**src/rtl/iec_fmt_pkg.sv**
```systemverilog
package iec_fmt_pkg;

  typedef enum logic {
    FMT_PCM  = 1'b0,
    FMT_PASS = 1'b1
  } fmt_mode_e;

  localparam int STATUS_BITS = 32;
  localparam int CHNUM_LO    = 20;

  // Channel-status bit for one channel slot in one frame.
  function automatic logic status_bit(input logic [31:0] prefix,
                                      input logic [7:0]  ch,
                                      input logic [7:0]  frame);
    logic [3:0] chnum;
    logic [4:0] idx;
    chnum = ch[3:0] + 4'd1;
    idx   = frame[4:0];
    if (frame >= 8'(STATUS_BITS)) return 1'b0;
    if (idx >= 5'(CHNUM_LO) && idx <= 5'(CHNUM_LO + 3)) return chnum[idx[1:0]];
    return prefix[idx];
  endfunction

  function automatic logic [31:0] pack_pcm(input logic [31:0] smp,
                                           input logic        cs,
                                           input logic        blk);
    logic [31:0] w;
    w        = '0;
    w[23:0]  = smp[23:0];
    w[26]    = cs;
    w[28]    = blk;
    w[27]    = ^w[26:0];
    return w;
  endfunction

  function automatic logic [31:0] pack_pass(input logic [31:0] raw);
    logic [31:0] w;
    w     = raw >> 4;
    w[28] = raw[3];
    return w;
  endfunction

endpackage

```
**src/rtl/iec_seq_ctr.sv**
```systemverilog
module iec_seq_ctr #(
  parameter int CH_W   = 3,
  parameter int FRAMES = 192,
  parameter int FR_W   = 8
) (
  input  logic            clk,
  input  logic            rst_n,
  input  logic            clr,
  input  logic            adv,
  input  logic [CH_W-1:0] last_ch,
  output logic [CH_W-1:0] ch_q,
  output logic [FR_W-1:0] frame_q,
  output logic            frame_done
);
  localparam logic [FR_W-1:0] LAST_FRAME = FR_W'(FRAMES - 1);

  assign frame_done = adv && (ch_q == last_ch);

  always_ff @(posedge clk or negedge rst_n) begin
    if (!rst_n) begin
      ch_q    <= '0;
      frame_q <= '0;
    end else if (clr) begin
      ch_q    <= '0;
      frame_q <= '0;
    end else if (adv) begin
      if (frame_done) begin
        ch_q    <= '0;
        frame_q <= (frame_q == LAST_FRAME) ? '0 : frame_q + 1'b1;
      end else begin
        ch_q <= ch_q + 1'b1;
      end
    end
  end
endmodule

```
**src/rtl/iec_word_pack.sv**
```systemverilog
module iec_word_pack
  import iec_fmt_pkg::*;
#(
  parameter int CH_W = 3,
  parameter int FR_W = 8
) (
  input  fmt_mode_e       mode,
  input  logic [31:0]     prefix,
  input  logic [CH_W-1:0] ch,
  input  logic [FR_W-1:0] frame,
  input  logic [31:0]     din,
  output logic [31:0]     dout,
  output logic            is_pcm
);
  logic cs_bit;
  logic blk_bit;

  assign cs_bit  = status_bit(prefix, 8'(ch), 8'(frame));
  assign blk_bit = (ch == '0) && (frame == '0);
  assign is_pcm  = (mode == FMT_PCM);

  always_comb begin
    if (is_pcm) dout = pack_pcm(din, cs_bit, blk_bit);
    else        dout = pack_pass(din);
  end
endmodule

```
**src/rtl/iec_out_stage.sv**
```systemverilog
module iec_out_stage #(
  parameter int W = 32
) (
  input  logic         clk,
  input  logic         rst_n,
  input  logic         load,
  input  logic [W-1:0] din,
  input  logic         pcm_in,
  input  logic         take,
  output logic         free,
  output logic         valid_q,
  output logic [W-1:0] data_q,
  output logic         pcm_q
);
  assign free = !valid_q || take;

  always_ff @(posedge clk or negedge rst_n) begin
    if (!rst_n) begin
      valid_q <= 1'b0;
      data_q  <= '0;
      pcm_q   <= 1'b0;
    end else if (load) begin
      valid_q <= 1'b1;
      data_q  <= din;
      pcm_q   <= pcm_in;
    end else if (take) begin
      valid_q <= 1'b0;
    end
  end
endmodule

```
**src/rtl/iec_subframe_fmt.sv**
```systemverilog
module iec_subframe_fmt
  import iec_fmt_pkg::*;
#(
  parameter int MAX_CH = 8,
  parameter int FRAMES = 192,
  localparam int CH_W  = $clog2(MAX_CH),
  localparam int CNT_W = $clog2(MAX_CH + 1),
  localparam int FR_W  = $clog2(FRAMES)
) (
  input  logic             clk,
  input  logic             rst_n,
  input  logic             cfg_wr,
  input  logic             cfg_pass,
  input  logic [CNT_W-1:0] cfg_chans,
  input  logic [31:0]      cfg_status,
  input  logic             strm_start,
  input  logic             strm_stop,
  input  logic             in_valid,
  input  logic [31:0]      in_data,
  output logic             in_ready,
  output logic             out_valid,
  output logic [31:0]      out_data,
  input  logic             out_ready
);
  fmt_mode_e       mode_q;
  logic [31:0]     prefix_q;
  logic [CH_W-1:0] last_ch_q;
  logic            active_q;
  logic [CH_W-1:0] cfg_last;

  // named internal events
  logic start_ok, cfg_ok, accept, stage_free;
  logic [CH_W-1:0] ch_q;
  logic [FR_W-1:0] frame_q;
  logic frame_done;
  logic [31:0] packed_w;
  logic pack_pcm_w, out_pcm_q;

  assign start_ok = strm_start && !active_q;
  assign cfg_ok   = cfg_wr && !active_q;
  assign in_ready = active_q && stage_free;
  assign accept   = in_valid && in_ready;

  always_comb begin
    if (cfg_chans < CNT_W'(2))           cfg_last = CH_W'(1);
    else if (cfg_chans > CNT_W'(MAX_CH)) cfg_last = CH_W'(MAX_CH - 1);
    else                                 cfg_last = CH_W'(cfg_chans - 1'b1);
  end

  always_ff @(posedge clk or negedge rst_n) begin
    if (!rst_n) begin
      mode_q    <= FMT_PCM;
      prefix_q  <= '0;
      last_ch_q <= CH_W'(1);
      active_q  <= 1'b0;
    end else begin
      if (cfg_ok) begin
        mode_q    <= cfg_pass ? FMT_PASS : FMT_PCM;
        prefix_q  <= cfg_status;
        last_ch_q <= cfg_last;
      end
      if (start_ok)       active_q <= 1'b1;
      else if (strm_stop) active_q <= 1'b0;
    end
  end

  iec_seq_ctr #(.CH_W(CH_W), .FRAMES(FRAMES), .FR_W(FR_W)) u_seq (
    .clk(clk), .rst_n(rst_n), .clr(start_ok), .adv(accept),
    .last_ch(last_ch_q), .ch_q(ch_q), .frame_q(frame_q), .frame_done(frame_done)
  );

  iec_word_pack #(.CH_W(CH_W), .FR_W(FR_W)) u_pack (
    .mode(mode_q), .prefix(prefix_q), .ch(ch_q), .frame(frame_q),
    .din(in_data), .dout(packed_w), .is_pcm(pack_pcm_w)
  );

  iec_out_stage #(.W(32)) u_out (
    .clk(clk), .rst_n(rst_n), .load(accept), .din(packed_w), .pcm_in(pack_pcm_w),
    .take(out_ready), .free(stage_free), .valid_q(out_valid), .data_q(out_data),
    .pcm_q(out_pcm_q)
  );
endmodule

```
**config.mk**
```make
export PLATFORM = sky130hd
export DESIGN_NAME = iec_subframe_fmt
export DESIGN_NICKNAME = d
export VERILOG_FILES = /design/src/rtl/iec_fmt_pkg.sv /design/src/rtl/iec_seq_ctr.sv /design/src/rtl/iec_word_pack.sv /design/src/rtl/iec_out_stage.sv /design/src/rtl/iec_subframe_fmt.sv
export SDC_FILE = /design/constraint.sdc
export NUM_CORES = 1
export LEC_CHECK = 0
export BUFFER_PORTS_ARGS = -buffer_cell sky130_fd_sc_hd__buf_2
export CAP_MARGIN = 0
export CORE_MARGIN = 3
export CORE_UTILIZATION = 58
export CTS_CLUSTER_DIAMETER = 150
export CTS_CLUSTER_SIZE = 28
export DETAILED_ROUTE_END_ITERATION = 16
export PLACE_DENSITY = 0.85
export SYNTH_ARGS = -nofsm -noshare
export SYNTH_HDL_FRONTEND = slang
export SYNTH_HIERARCHICAL = 1
export SYNTH_SLANG_ARGS = --single-unit
```
**constraint.sdc**
```tcl
create_clock -name clk -period 5.9 [get_ports clk]
set_clock_uncertainty 0.1 [all_clocks]
set_input_delay 0.59 -clock clk [delete_from_list [all_inputs] [get_ports clk]]
set_output_delay 0.59 -clock clk [all_outputs]
set_load 0.005 [all_outputs]
```
==> reports/qor.csv <==
metric,value,unit
die area,8450,um^2
first-pass GRT wire length,15900,um
cells on worst reg2reg path,5,
Post-route DRC,0,
overall global routing resource usage,23.5,%
nets,564,
final max-slew violation count,0,
Initial Util,61.3,%
IO Pins,110,
antenna violations before repair,0,
first-pass iteration count of the detailed router,5,
endpoints failing setup,0,
Slew @ Worst Pin,1.21,ns
Pwr Density,360,nW/um^2
largest net degree at the start of global routing,78,
setup TNS,0,ns
Die W,91.9,um
outcome,completed,
Mapped Area,4280,um^2
DR vias/cell,5.46,
VDD IR max,0.000216,V
Max-Cap Viols,0,
Max Freq,0.345,GHz
vias in the first global route,3286,
reg-to-reg startpoint,active_q$_DFFE_PN0P_,
syn_area_per_cell,11.1,um^2
layout cells sized above 1,37.9,%
fin crit share,49.1,%
CTS tree,built,
total vias in the final route,3178,
CP arrival,3.07,ns
Post-CTS Setup Bufs,0,
Setup crit end kind,register,
core footprint,6980,um^2
Yosys warning count,6,
"Min Clock Period, post-route",2.90,ns
Hold Path Class,in -> async,
TritonCTS Buffers,9,
ANT cells,0,
crit path kind,reg -> reg,
leak pwr,2.43,nW
"Clk pin slew, worst setup/hold paths",0.08,ns
clk sinks,77,
routability congestion estimate,0.821,
Gate Count Post-Synth,385,
die height,91.9,um
gr ovfl total,0,
crit path launch type,register,
RSZ-0062 raised after global routing,no,
H-tree depth,3,
CTS Buffer Depth,2,
cts hold-fix bufs,0,
Rel. slew slack,19.4,%
root buf cell,clkbuf_8,
"commonest non-fill, non-tap cell in the layout",buf_2,
Crit Path Max Fanout,39,
dpl ws,2.81,ns
Total Wirelength,9450,um
synthesis-to-finish area growth,15.8,%
PnR worst setup slack,3.00,ns
Clock Latency Late Sink,0.35,ns
DR WL/cell,16.2,um
r2r endpoint,u_seq/frame_q[7]$_DFFE_PN0P_,
"Design Area, Final",4960,um^2
most frequent cells in the layout,"104 x buf_2, 97 x nand2_1, 76 x dfrtp_1",
hpwl dp,6630,um
Site Rows,30,
Reg2Reg Setup Slack,3.00,ns
Resized Gates After CTS,0,
I/O Buffers,105,
Routed Antenna Nets,0,
Area after DPL,4760,um^2
final hold vios,0,
WP data required,6.07,ns
Iteration-0 DRC Markers,249,
per-layer routing:
metal	routed length (um)	vias up	track usage (%)
met5	0	-	0
met4	221	0	10.4
met3	483	21	3.53
met2	4740	101	38.4
met1	4010	1550	31.2
li1	-	1506	-
critical path, stage by stage (launching register included):
cell	delay, ns
dfrtp_1	0.49
and3_2	0.22
buf_4	0.52
nand4_1	0.63
or4_1	0.67
a21oi_1	0.17
how the worst max path moves through the flow:
stage / cells past startpoint / endpoint / slack, ns / from
after floorplan: 7 / u_out/data_q[26]$_DFFE_PN0P_ / 3.63 / u_seq/frame_q[0]$_DFFE_PN0P_
after global placement: 7 / u_seq/frame_q[7]$_DFFE_PN0P_ / 2.88 / out_ready
after detailed placement: 7 / u_seq/frame_q[7]$_DFFE_PN0P_ / 2.81 / out_ready
after CTS: 5 / u_seq/frame_q[7]$_DFFE_PN0P_ / 3.05 / active_q$_DFFE_PN0P_
after global routing: 5 / u_seq/frame_q[7]$_DFFE_PN0P_ / 2.82 / active_q$_DFFE_PN0P_
final: 5 / u_seq/frame_q[7]$_DFFE_PN0P_ / 3.00 / active_q$_DFFE_PN0P_
where the power goes:
| part | total, W | internal (W) | switching, W |
|---|---|---|---|
| registers | 0.000802 | 0.000676 | 0.000126 |
| clock network | 0.000399 | 0.000215 | 0.000185 |
| logic | 0.000585 | 0.000349 | 0.000236 |
cell type report:
| type | instances | area, um^2 |
|---|---|---|
| repair buffers | 107 | 543 |
| inverters | 8 | 30.0 |
| flip-flops and latches | 77 | 1930 |
| multi-input cells | 280 | 2140 |
| well taps | 96 | 120 |
| clock buffers | 11 | 151 |
| fillers | 536 | 2020 |
| clock inverters | 3 | 46.3 |
flip-flops by register name, indices dropped and copies added, names as in the netlist:
| register | cells |
|---|---|
| u_out/data_q | 32 |
| active_q | 1 |
| u_seq/frame_q | 8 |
| last_ch_q | 3 |
| u_seq/ch_q | 3 |
| prefix_q | 28 |
| u_out/valid_q | 1 |
| mode_q | 1 |
metrics by stage:
stage                     total power, W  utilization, %  hold WS, ns  instances
final                            0.00179            71.0        0.262        582
after global routing             0.00189            71.0        0.313        582
after CTS                        0.00179            71.0        0.312        582
after detailed placement         0.00139            68.2        0.362        568
after global placement           0.00135            68.2        0.350        568
after floorplan                  0.00119               -        0.194        387
Note: power is estimated with default switching activity, not from simulation.
